File: config.mk
export PLATFORM = sky130hd
export DESIGN_NAME = late_reply_spi_host
export DESIGN_NICKNAME = d
export VERILOG_FILES = /design/src/rtl/lrs_pkg.sv /design/src/rtl/lrs_frame_codec.sv /design/src/rtl/lrs_shifter.sv /design/src/rtl/lrs_sequencer.sv /design/src/rtl/late_reply_spi_host.sv
export SDC_FILE = /design/constraint.sdc
export NUM_CORES = 1
export LEC_CHECK = 0
export ABC_AREA = 1
export ABC_CLOCK_PERIOD_IN_PS = 4200
export BUFFER_PORTS_ARGS = -buffer_cell sky130_fd_sc_hd__clkbuf_2
export CORE_MARGIN = 2
export CORE_UTILIZATION = 45
export CTS_CLUSTER_SIZE = 20
export DETAILED_ROUTE_END_ITERATION = 7
export PLACE_DENSITY = 0.73
export SLEW_MARGIN = 20
export SYNTH_ARGS = -nofsm -noshare
export SYNTH_HDL_FRONTEND = slang
export SYNTH_SLANG_ARGS = --single-unit
File: constraint.sdc
create_clock -name clk -period 4.2 [get_ports clk]
set_clock_uncertainty 0.2 [all_clocks]
set_input_delay 0.42 -clock clk [delete_from_list [all_inputs] [get_ports clk]]
set_output_delay 0.42 -clock clk [all_outputs]
set_load 0.02 [all_outputs]
File: src/rtl/lrs_pkg.sv
package lrs_pkg;
  localparam int FRAME_W = 32;
  localparam int CRC_W   = 3;
  localparam int ADDR_W  = 8;
  localparam int DATA_W  = 16;

  // field placement inside a frame (decoded by the far end)
  localparam int ADDR_LO = 22;
  localparam int ADDR_HI = ADDR_LO + ADDR_W - 1;
  localparam int WR_BIT  = 21;
  localparam int CAP_BIT = 20;
  localparam int WD_LO   = 3;
  localparam int WD_HI   = WD_LO + DATA_W - 1;
  localparam int RD_LO   = 4;
  localparam int RD_HI   = RD_LO + DATA_W - 1;
  localparam int HI_FLAG = 31;
  localparam int LO_FLAG = 3;

  localparam logic [CRC_W-1:0] CRC_SEED = 3'b101;
  localparam logic [CRC_W-1:0] CRC_TAPS = 3'b011;

  typedef enum logic [1:0] {SQ_IDLE, SQ_REQ, SQ_GAP, SQ_RSP} seq_state_e;

  typedef struct packed {
    logic [ADDR_W-1:0] addr;
    logic [DATA_W-1:0] wdata;
    logic              write;
    logic              capture;
  } host_req_t;

  function automatic logic [CRC_W-1:0] crc3_run(input logic [FRAME_W-1:0] word);
    logic [CRC_W-1:0] acc;
    logic             fb;
    acc = CRC_SEED;
    for (int i = FRAME_W - 1; i >= 0; i--) begin
      fb  = acc[CRC_W-1];
      acc = {acc[CRC_W-2:0], word[i]};
      if (fb) acc = acc ^ CRC_TAPS;
    end
    return acc;
  endfunction
endpackage

File: src/rtl/lrs_frame_codec.sv
module lrs_frame_codec
  import lrs_pkg::*;
(
  input  host_req_t          req,
  output logic [FRAME_W-1:0] req_frame,
  input  logic [FRAME_W-1:0] rsp_word,
  output logic [DATA_W-1:0]  rsp_data,
  output logic               rsp_bad
);
  logic [FRAME_W-1:0] body;
  logic               crc_fail;
  logic               flag_clash;

  // assemble fields, then fill the check bits
  always_comb begin
    body                  = '0;
    body[ADDR_HI:ADDR_LO] = req.addr;
    body[WR_BIT]          = req.write;
    body[CAP_BIT]         = req.capture;
    if (req.write) body[WD_HI:WD_LO] = req.wdata;
    req_frame             = body;
    req_frame[CRC_W-1:0]  = crc3_run(body);
  end

  // reply screening
  assign crc_fail   = crc3_run(rsp_word) != '0;
  assign flag_clash = rsp_word[HI_FLAG] & rsp_word[LO_FLAG];
  assign rsp_bad    = crc_fail | flag_clash;
  assign rsp_data   = rsp_bad ? '0 : rsp_word[RD_HI:RD_LO];
endmodule

File: src/rtl/lrs_shifter.sv
module lrs_shifter
  import lrs_pkg::*;
#(
  parameter int CLK_DIV = 4
) (
  input  logic               clk,
  input  logic               rst_n,
  input  logic               start,
  input  logic [FRAME_W-1:0] tx_word,
  output logic               done,
  output logic [FRAME_W-1:0] rx_word,
  output logic               sclk,
  output logic               cs_n,
  output logic               mosi,
  input  logic               miso
);
  localparam int DIV_W = $clog2(CLK_DIV + 1);
  localparam int BIT_W = $clog2(FRAME_W);

  logic               active;
  logic               sclk_q;
  logic [DIV_W-1:0]   div_cnt;
  logic [BIT_W-1:0]   bit_cnt;
  logic [FRAME_W-1:0] tx_sr;
  logic [FRAME_W-1:0] rx_sr;
  logic               tick;

  assign tick = div_cnt == DIV_W'(CLK_DIV - 1);

  always_ff @(posedge clk or negedge rst_n) begin
    if (!rst_n) begin
      active  <= 1'b0;
      sclk_q  <= 1'b0;
      div_cnt <= '0;
      bit_cnt <= '0;
      tx_sr   <= '0;
      rx_sr   <= '0;
      done    <= 1'b0;
    end else begin
      done <= 1'b0;
      if (!active) begin
        div_cnt <= '0;
        sclk_q  <= 1'b0;
        if (start) begin
          active  <= 1'b1;
          tx_sr   <= tx_word;
          bit_cnt <= '0;
        end
      end else if (!tick) begin
        div_cnt <= div_cnt + DIV_W'(1);
      end else begin
        div_cnt <= '0;
        if (!sclk_q) begin
          sclk_q <= 1'b1;
          rx_sr  <= {rx_sr[FRAME_W-2:0], miso};
        end else begin
          sclk_q <= 1'b0;
          if (bit_cnt == BIT_W'(FRAME_W - 1)) begin
            active <= 1'b0;
            done   <= 1'b1;
          end else begin
            bit_cnt <= bit_cnt + BIT_W'(1);
            tx_sr   <= {tx_sr[FRAME_W-2:0], 1'b0};
          end
        end
      end
    end
  end

  assign cs_n    = ~active;
  assign sclk    = sclk_q;
  assign mosi    = active & tx_sr[FRAME_W-1];
  assign rx_word = rx_sr;

  a_r3_sclk_low_when_deselected: assert property (@(posedge clk) disable iff (!rst_n)
    cs_n |-> !sclk);
  a_r3_mosi_steady_at_rise: assert property (@(posedge clk) disable iff (!rst_n)
    $rose(sclk) |-> $stable(mosi));
endmodule

File: src/rtl/lrs_sequencer.sv
module lrs_sequencer
  import lrs_pkg::*;
#(
  parameter int GAP_CYCLES = 176
) (
  input  logic              clk,
  input  logic              rst_n,
  input  logic              req_valid,
  input  logic              req_write,
  output logic              req_ready,
  output logic              start,
  output logic              send_req,
  input  logic              frame_done,
  input  logic [DATA_W-1:0] rsp_data,
  input  logic              rsp_bad,
  output logic              rsp_valid,
  output logic [DATA_W-1:0] rsp_rdata,
  output logic              rsp_err
);
  localparam int GW = $clog2(GAP_CYCLES + 1);

  seq_state_e    state;
  logic [GW-1:0] gap_cnt;
  logic          wr_q;
  logic          accept;
  logic          gap_done;

  assign gap_done  = gap_cnt == '0;
  assign req_ready = (state == SQ_IDLE) && gap_done;
  assign accept    = req_valid && req_ready;
  assign send_req  = state == SQ_IDLE;
  assign start     = accept || ((state == SQ_GAP) && gap_done);

  always_ff @(posedge clk or negedge rst_n) begin
    if (!rst_n) begin
      state     <= SQ_IDLE;
      gap_cnt   <= '0;
      wr_q      <= 1'b0;
      rsp_valid <= 1'b0;
      rsp_rdata <= '0;
      rsp_err   <= 1'b0;
    end else begin
      rsp_valid <= 1'b0;
      if (!gap_done) gap_cnt <= gap_cnt - GW'(1);
      unique case (state)
        SQ_IDLE: if (accept) begin
          wr_q  <= req_write;
          state <= SQ_REQ;
        end
        SQ_REQ: if (frame_done) begin
          gap_cnt <= GW'(GAP_CYCLES);
          if (wr_q) begin
            rsp_valid <= 1'b1;
            rsp_rdata <= '0;
            rsp_err   <= 1'b0;
            state     <= SQ_IDLE;
          end else begin
            state <= SQ_GAP;
          end
        end
        SQ_GAP: if (gap_done) state <= SQ_RSP;
        SQ_RSP: if (frame_done) begin
          gap_cnt   <= GW'(GAP_CYCLES);
          rsp_valid <= 1'b1;
          rsp_rdata <= rsp_data;
          rsp_err   <= rsp_bad;
          state     <= SQ_IDLE;
        end
        default: state <= SQ_IDLE;
      endcase
    end
  end

  a_r9_single_cycle_result: assert property (@(posedge clk) disable iff (!rst_n)
    rsp_valid |=> !rsp_valid);
  a_r9_busy_after_accept: assert property (@(posedge clk) disable iff (!rst_n)
    (req_valid && req_ready) |=> !req_ready);
  a_r5_write_result_clean: assert property (@(posedge clk) disable iff (!rst_n)
    (rsp_valid && wr_q) |-> (!rsp_err && rsp_rdata == '0));
endmodule

File: src/rtl/late_reply_spi_host.sv
module late_reply_spi_host
  import lrs_pkg::*;
#(
  parameter int CLK_DIV    = 4,
  parameter int GAP_CYCLES = 176
) (
  input  logic        clk,
  input  logic        rst_n,
  input  logic        req_valid,
  output logic        req_ready,
  input  logic [7:0]  req_addr,
  input  logic [15:0] req_wdata,
  input  logic        req_write,
  input  logic        req_capture,
  output logic        rsp_valid,
  output logic [15:0] rsp_rdata,
  output logic        rsp_err,
  output logic        spi_sclk,
  output logic        spi_cs_n,
  output logic        spi_mosi,
  input  logic        spi_miso
);
  localparam int HW = $clog2(GAP_CYCLES + 2);

  host_req_t          req_s;
  logic [FRAME_W-1:0] req_frame;
  logic [FRAME_W-1:0] tx_word;
  logic [FRAME_W-1:0] rx_word;
  logic [DATA_W-1:0]  dec_data;
  logic               dec_bad;
  logic               start;
  logic               send_req;
  logic               frame_done;

  assign req_s   = '{addr: req_addr, wdata: req_wdata, write: req_write, capture: req_capture};
  assign tx_word = send_req ? req_frame : '0;  // reply frame clocks zeros

  lrs_frame_codec u_codec (
    .req       (req_s),
    .req_frame (req_frame),
    .rsp_word  (rx_word),
    .rsp_data  (dec_data),
    .rsp_bad   (dec_bad)
  );

  lrs_shifter #(.CLK_DIV(CLK_DIV)) u_shift (
    .clk     (clk),
    .rst_n   (rst_n),
    .start   (start),
    .tx_word (tx_word),
    .done    (frame_done),
    .rx_word (rx_word),
    .sclk    (spi_sclk),
    .cs_n    (spi_cs_n),
    .mosi    (spi_mosi),
    .miso    (spi_miso)
  );

  lrs_sequencer #(.GAP_CYCLES(GAP_CYCLES)) u_seq (
    .clk        (clk),
    .rst_n      (rst_n),
    .req_valid  (req_valid),
    .req_write  (req_write),
    .req_ready  (req_ready),
    .start      (start),
    .send_req   (send_req),
    .frame_done (frame_done),
    .rsp_data   (dec_data),
    .rsp_bad    (dec_bad),
    .rsp_valid  (rsp_valid),
    .rsp_rdata  (rsp_rdata),
    .rsp_err    (rsp_err)
  );

  // watch: cycles chip select has been high since the last frame
  logic [HW-1:0] hi_cnt;
  logic          seen_frame;

  always_ff @(posedge clk or negedge rst_n) begin
    if (!rst_n) begin
      hi_cnt     <= '0;
      seen_frame <= 1'b0;
    end else if (spi_cs_n) begin
      if (hi_cnt != HW'(GAP_CYCLES + 1)) hi_cnt <= hi_cnt + HW'(1);
    end else begin
      hi_cnt     <= '0;
      seen_frame <= 1'b1;
    end
  end

  a_r8_cs_gap_held: assert property (@(posedge clk) disable iff (!rst_n)
    ($fell(spi_cs_n) && seen_frame) |-> (hi_cnt >= HW'(GAP_CYCLES)));
endmodule

Word-level counts from Yosys, hierarchy flattened

Index checks and enable logic that the tools add are counted.

Output and inout bits: 22
Logic and storage cells: 213
Register bits after elaboration: 104

Add/sub/neg operators: 3
Bitwise gates (word level): 64
Reductions and logical operators: 15
Multiplexer cells: 105
Equality and inequality tests: 13

Operator list:

| cell                  | count |
|---|---|
| $mux W32              | 5 |
| $mux W2               | 62 |
| $not A2 Y2            | 59 |
| $mux W16              | 5 |
| $pmux W16 S2          | 1 |
| $mux W30              | 1 |
| $mux W5               | 5 |
| $mux W8               | 3 |
| $mux W1               | 18 |
| $reduce_and A4 Y1     | 3 |
| $ne A2 B2 Y1 const B  | 5 |
| $logic_not A8 Y1      | 1 |
| $pmux W2 S4           | 1 |
| $sub A8 B1 Y8 const B | 1 |
| $mux W3               | 2 |
| $ne A2 B1 Y1 const B  | 3 |
| $add A5 B1 Y5 const B | 1 |
| $eq A5 B5 Y1 const B  | 1 |
| $eq A2 B2 Y1 const B  | 2 |
| $pmux W1 S2           | 2 |
| $reduce_bool A2 Y1    | 2 |
| $add A3 B1 Y3 const B | 1 |
| $eq A3 B2 Y1 const B  | 1 |
| $logic_and A1 B1 Y1   | 3 |
| other kinds (10)      | 12 |

Depth between registers and ports, before layout

Depth in word-level cells: 65
Gate-level depth with buffers: 38
Depth with buffers taken out: 38

Modules after synthesis

From an unflattened synthesis, not the netlist that was laid out.

Cells, all modules: 1057
Area total of the unflattened synthesis: 7467.2 sq um

Modules (own cells, without submodules):

| module              | area an instance (sq um) | instances | cells each | sequential area each (sq um) |
|---|---|---|---|---|
| lrs_shifter         | 3450.8                   | 1         | 367        | 1876.8 |
| lrs_frame_codec     | 2361.0                   | 1         | 466        | 0.0 |
| lrs_sequencer       | 1381.3                   | 1         | 157        | 725.7 |
| late_reply_spi_host | 274.0                    | 1         | 67         | 0.0 |

Worst setup path before layout

Ideal clock, no wire load.

Path type: input-to-reg
From: input req_addr[6]
To: register u_shift.tx_sr[1]
Cell stages on the path: 23
Path slack: 0.920 ns
Arrival: 3.003 ns
Data required time: 3.923 ns
Cells stage by stage: xnor2_1 xor2_2 xor2_1 xnor2_1 xnor3_1 or2_4 nand3_1 nand2_2 nand2_2 nand3_1 nand2_1 nand2_1 nand2_1 inv_1 nand2_1 nand2_2 nand2_1 inv_1 nor2_2 inv_2 nand2_1 nand3_1 a21oi_1

Cells in the longest elaborated chain, start to end: 31
Elaborated cells on any way between the ends: 53

Ends and longest elaborated chain:

| element                       | line                      | RTL |
|---|---|---|
| start, declared               | late_reply_spi_host.sv:11 | `input logic [7:0] req_addr,` |
| $not A2 Y2 (no source line) * | n/a                       |  |
| $mux W2 *                     | lrs_pkg.sv:38             | `if (fb) acc = acc ^ CRC_TAPS;` |
| $not A2 Y2 (no source line)   | n/a                       |  |
| $mux W2 (2 in a row)          | lrs_pkg.sv:38             |  |
| $not A2 Y2 (no source line)   | n/a                       |  |
| $mux W2 (2 in a row)          | lrs_pkg.sv:38             |  |
| $not A2 Y2 (no source line)   | n/a                       |  |
| $mux W2 (2 in a row)          | lrs_pkg.sv:38             |  |
| [... 10 more ...]             | n/a                       |  |
| $mux W2 (2 in a row)          | lrs_pkg.sv:38             |  |
| $not A2 Y2 (no source line)   | n/a                       |  |
| $mux W2 (2 in a row)          | lrs_pkg.sv:38             |  |
| $not A2 Y2 (no source line)   | n/a                       |  |
| $mux W2 *                     | lrs_pkg.sv:38             |  |
| $mux W30 *                    | late_reply_spi_host.sv:36 | `assign tx_word = send_req ? req_frame : '0;` |
| $mux W32 *                    | lrs_shifter.sv:44         | `if (start) begin` |
| $mux W32 *                    | lrs_shifter.sv:41         | `if (!active) begin` |
| end signal, assigned          | lrs_shifter.sv:46         | `tx_sr <= tx_word;` |
| end signal, assigned          | lrs_shifter.sv:63         | `tx_sr <= {tx_sr[FRAME_W-2:0], 1'b0};` |
| end, declared                 | lrs_shifter.sv:24         | `logic [FRAME_W-1:0] tx_sr;` |

Mark *: on every way between the ends. The rest lies on a longest branch, timed or not. The select of a mux whose other input is x is not followed.
A chain may end at the register's enable or synchronous reset.

Worst setup path in the final report

From: register u_shift.rx_sr[31], in the netlist u_shift.rx_word[31]
To: register u_seq.rsp_err

Cells in the longest elaborated chain, start to end: 35
Elaborated cells on any way between the ends: 62

Ends and longest elaborated chain:

| element                     | line                  | RTL |
|---|---|---|
| start, declared             | lrs_shifter.sv:25     | `logic [FRAME_W-1:0] rx_sr;` |
| start signal, assigned      | lrs_shifter.sv:55     | `rx_sr <= {rx_sr[FRAME_W-2:0], miso};` |
| $not A2 Y2 (no source line) | n/a                   |  |
| $mux W2                     | lrs_pkg.sv:38         |  |
| $not A2 Y2 (no source line) | n/a                   |  |
| $mux W2 (2 in a row)        | lrs_pkg.sv:38         |  |
| $not A2 Y2 (no source line) | n/a                   |  |
| $mux W2 (2 in a row)        | lrs_pkg.sv:38         |  |
| $not A2 Y2 (no source line) | n/a                   |  |
| $mux W2 (2 in a row)        | lrs_pkg.sv:38         |  |
| [... 15 more ...]           | n/a                   |  |
| $not A2 Y2 (no source line) | n/a                   |  |
| $mux W2 (2 in a row)        | lrs_pkg.sv:38         |  |
| $not A2 Y2 (no source line) | n/a                   |  |
| $mux W2                     | lrs_pkg.sv:38         |  |
| $reduce_bool A3 Y1          | lrs_frame_codec.sv:26 | `assign crc_fail = crc3_run(rsp_word) != '0;` |
| $or A1 B1 Y1 *              | lrs_frame_codec.sv:28 | `assign rsp_bad = crc_fail \| flag_clash;` |
| $mux W1 *                   | lrs_sequencer.sv:62   | `SQ_RSP: if (frame_done) begin` |
| $pmux W1 S2 *               | lrs_sequencer.sv:45   | `unique case (state)` |
| end signal, assigned        | lrs_sequencer.sv:66   | `rsp_err <= rsp_bad;` |
| end, declared               | lrs_sequencer.sv:18   | `output logic rsp_err` |

Marks and branches as above.

==> impl_metrics.env <==
export IMPL_outcome="finished, violations left"
export IMPL_violations="negative hold slack"
export IMPL_synth_top_area_frac=0.407
export IMPL_synthArstFlopShare=1.00
export IMPL_drc=0
export IMPL_coreArea_mm2=0.0139
export IMPL_worstPathRequired_ps=4240
export IMPL_whs_ps=-22.6
export IMPL_num_rows=43
export IMPL_cts_buffers=9
export IMPL_io_pins=52
export IMPL_clock_latency_ps=350
export IMPL_cts_max_level=3
export IMPL_dp_hpwl_mm=9.76
export IMPL_crit_top_cell="nand2_1"
export IMPL_crit_type="reg -> reg"
export IMPL_top_usage_layer="met2"
export IMPL_worstPathArrival_ps=3770
export IMPL_grtUsageMet2=0.306
export IMPL_p_leak_uw=0.00400
export IMPL_grt_util_met1=0.258
export IMPL_grt_pass1_wl_mm=23.3
export IMPL_layout_nets=990
export IMPL_routabilityCongestion=0.854
export IMPL_period_minus_slack_ps=3730
export IMPL_die_y_um=123
export IMPL_diodes=0
export IMPL_grt_overflow_total=0
export IMPL_vias=5620
export IMPL_antenna_found_initial=0
export IMPL_timing_fmax_mhz=268
export IMPL_ys_types=36
export IMPL_drt_total_wl_mm=13.3
export IMPL_yosys_top_cells_count="305 x nand2_1, 118 x inv_1, 104 x dfrtp_1"
export IMPL_setup_violations=0
export IMPL_firstDrtPassIters=5
export IMPL_relSlewSlack=0.427
export IMPL_ys_seq_area_frac=0.407
export IMPL_clk_transition_reported_paths_ps=70
export IMPL_cp_end_kind="flip-flop"
export IMPL_ys_ff_latch=104
export IMPL_synthFlopType="dfrtp_1"
export IMPL_cp_startpoint="u_shift.rx_word[31]$_DFFE_PN0P_"
export IMPL_final_cells=1140
export IMPL_yosysWarnings=0
export IMPL_drt_iter0_drc=349
export IMPL_final_hold_viol_count=22
export IMPL_powerDensity_mw_per_mm2=353
export IMPL_yosys_area_top_type="dfrtp_1"
export IMPL_final_max_slew_viol_count=0
export IMPL_drive_above_1_share=0.147
export IMPL_synth_area_leaders="dfrtp_1 41%, nand2_1 18%, nand3_1 7.6%, inv_1 6.9%, o21ai_0 6.2%"
export IMPL_grt_max_degree=67
export IMPL_maxCapViolCount=0
export IMPL_synth_nets=940
export IMPL_cp_slowest_cell="dfrtp_2"
export IMPL_root_buffer="clkbuf_16"
export IMPL_reg2reg_from="u_shift.rx_word[31]$_DFFE_PN0P_"
export IMPL_synth_most_common_cell="nand2_1"
export IMPL_use_met3=0.0420
export IMPL_nFillCells=1373
export IMPL_cp_max_fo=6
export IMPL_ant_nets=0
export IMPL_dp_cells=1120
export IMPL_wl_per_cell_um=11.7
export IMPL_syn_area_mm2=0.00640
export IMPL_portBuffers=51
export IMPL_cts_buffer_depth=2
export IMPL_fin_area_mm2=0.00722
export IMPL_vias_per_cell=4.93
export IMPL_cts_tree="done"
export IMPL_syn_area_per_cell_um2=7.07
export IMPL_hp_class="in -> async"
export IMPL_p_total_uw=2550
export IMPL_grt_usage=0.189
export IMPL_peakVddDrop_uv=209
export IMPL_placed_cell_area_mm2=0.00681
export IMPL_die_x_um=123
export IMPL_cts_sinks=104
export IMPL_start_kind="flip-flop"
export IMPL_period_share=0.888
export IMPL_area_growth_pct=12.8
export IMPL_synth_edf_count=0
export IMPL_initial_utilization=0.461
export IMPL_slowest_delay_ps=450
export IMPL_dieArea_mm2=0.0152
export IMPL_syn_inst=905
export IMPL_worstMarginPinSlew_ps=859
export IMPL_grt_pass1_vias=5200
[sequential cells by signal, indices dropped and copies added (netlist names), named ones only]
register and flops:
u_seq.gap_cnt 8, u_seq.rsp_err 1, u_seq.rsp_rdata 16, u_seq.rsp_valid 1, u_seq.state 1, u_seq.wr_q 1
u_shift.active 1, u_shift.bit_cnt 5, u_shift.div_cnt 3, u_shift.done 1, u_shift.rx_word 32, u_shift.sclk 1
u_shift.tx_sr 32
[layout by cell type (no fill, tap or decap), types with 2 or more instances in the layout]
master,count
a21oi_1,18
buf_4,13
bufinv_16,3
clkbuf_16,9
clkbuf_2,50
clkinvlp_4,2
dfrtp_1,102
dfrtp_2,2
ha_1,5
inv_1,117
inv_2,9
mux2_2,2
nand2_1,303
nand2_2,31
nand2_4,2
nand3_1,94
nand3_2,8
nand3b_1,3
nand4_1,16
nor2_1,29
nor2_2,2
nor3_1,8
o21ai_0,79
o21ai_1,2
o22ai_1,8
xnor2_1,7
xor2_1,23
[per-stage QoR]
step / util / setup WS, ps / TNS [ps] / hold slack, ps
finish: 0.520 / 470 / 0 / -22.6
global placement: 0.490 / 475 / 0 / 235
global route: 0.520 / -29.4 / -201 / 51.1
CTS: 0.515 / 384 / 0 / 9.53
detailed placement: 0.490 / 350 / 0 / 246
floorplan: - / 920 / 0 / -75.6
[kinds of logic (layout without fill, tap and decap cells)]
logic type               after synthesis  in the layout  share of synthesized area
AO/OA/AOI/OAI                        112            112                     0.0927
XOR/XNOR                              33             33                     0.0497
adder cells (fa/ha/maj)                5              5                    0.00978
buffers and inverters                151            206                     0.0968
flip-flops                           104            104                      0.407
multiplexers                           2              2                    0.00352
AND/OR/NAND/NOR                      498            498                      0.341
[report_power, final]
group	internal [µW]	switching [µW]	leakage, µW
sequential	1000	1.02	0.00126
clock	584	380	0.000162
combinational	200	383	0.00258
[metal layers]
layer,vias up,share of wire
li1,2970,-
met5,-,0
met1,2553,0.49
met4,0,0.011
met3,10,0.035
met2,87,0.46
[worst paths after layout]
| kind | endpoint | slack [ps] | cells after the start |
|---|---|---|---|
| min in group clk | u_shift.rx_word[0]$_DFFE_PN0P_ | 150 | 3 |
| worst max register to register | u_seq.rsp_err$_DFFE_PN0P_ | 470 | 35 |
| max in group asynchronous | u_seq.rsp_rdata[9]$_DFFE_PN0P_ | 3030 | 2 |
| worst min register to register | u_shift.div_cnt[0]$_DFF_PN0_ | 250 | 1 |
| worst min-delay path | u_shift.rx_word[24]$_DFFE_PN0P_ | -20 | 1 |
| worst max-delay path | u_seq.rsp_err$_DFFE_PN0P_ | 470 | 35 |
[area by class of cell]
cell class	count	area (µm²)	share of cell area
Clock buffer	9	225	0.0312
Multi-Input combinational cell	650	3210	0.445
Sequential cell	104	2610	0.361
Clock inverter	7	119	0.0165
Inverter	126	473	0.0655
Tap cell	180	225	0.0312
Timing Repair Buffer	64	359	0.0498
[worst max-delay path: cells and delay by family, from the launching register on]
family | cells | cell delay [ps]
AND/OR/NAND/NOR | 31 | 2520
flip-flops | 1 | 450
buffers and inverters | 3 | 280
AO/OA/AOI/OAI | 1 | 170
[what timing repair did]
| item | 4_1_cts | 5_1_grt |
|---|---|---|
| hold buffers | 0 | 0 |
| hold endpoints to repair | 0 | 0 |
| setup buffers | 0 | 4 |
| resized for setup | 0 | 10 |
| setup endpoints to repair | 0 | 17 |
(Power assumes the default switching activity.)
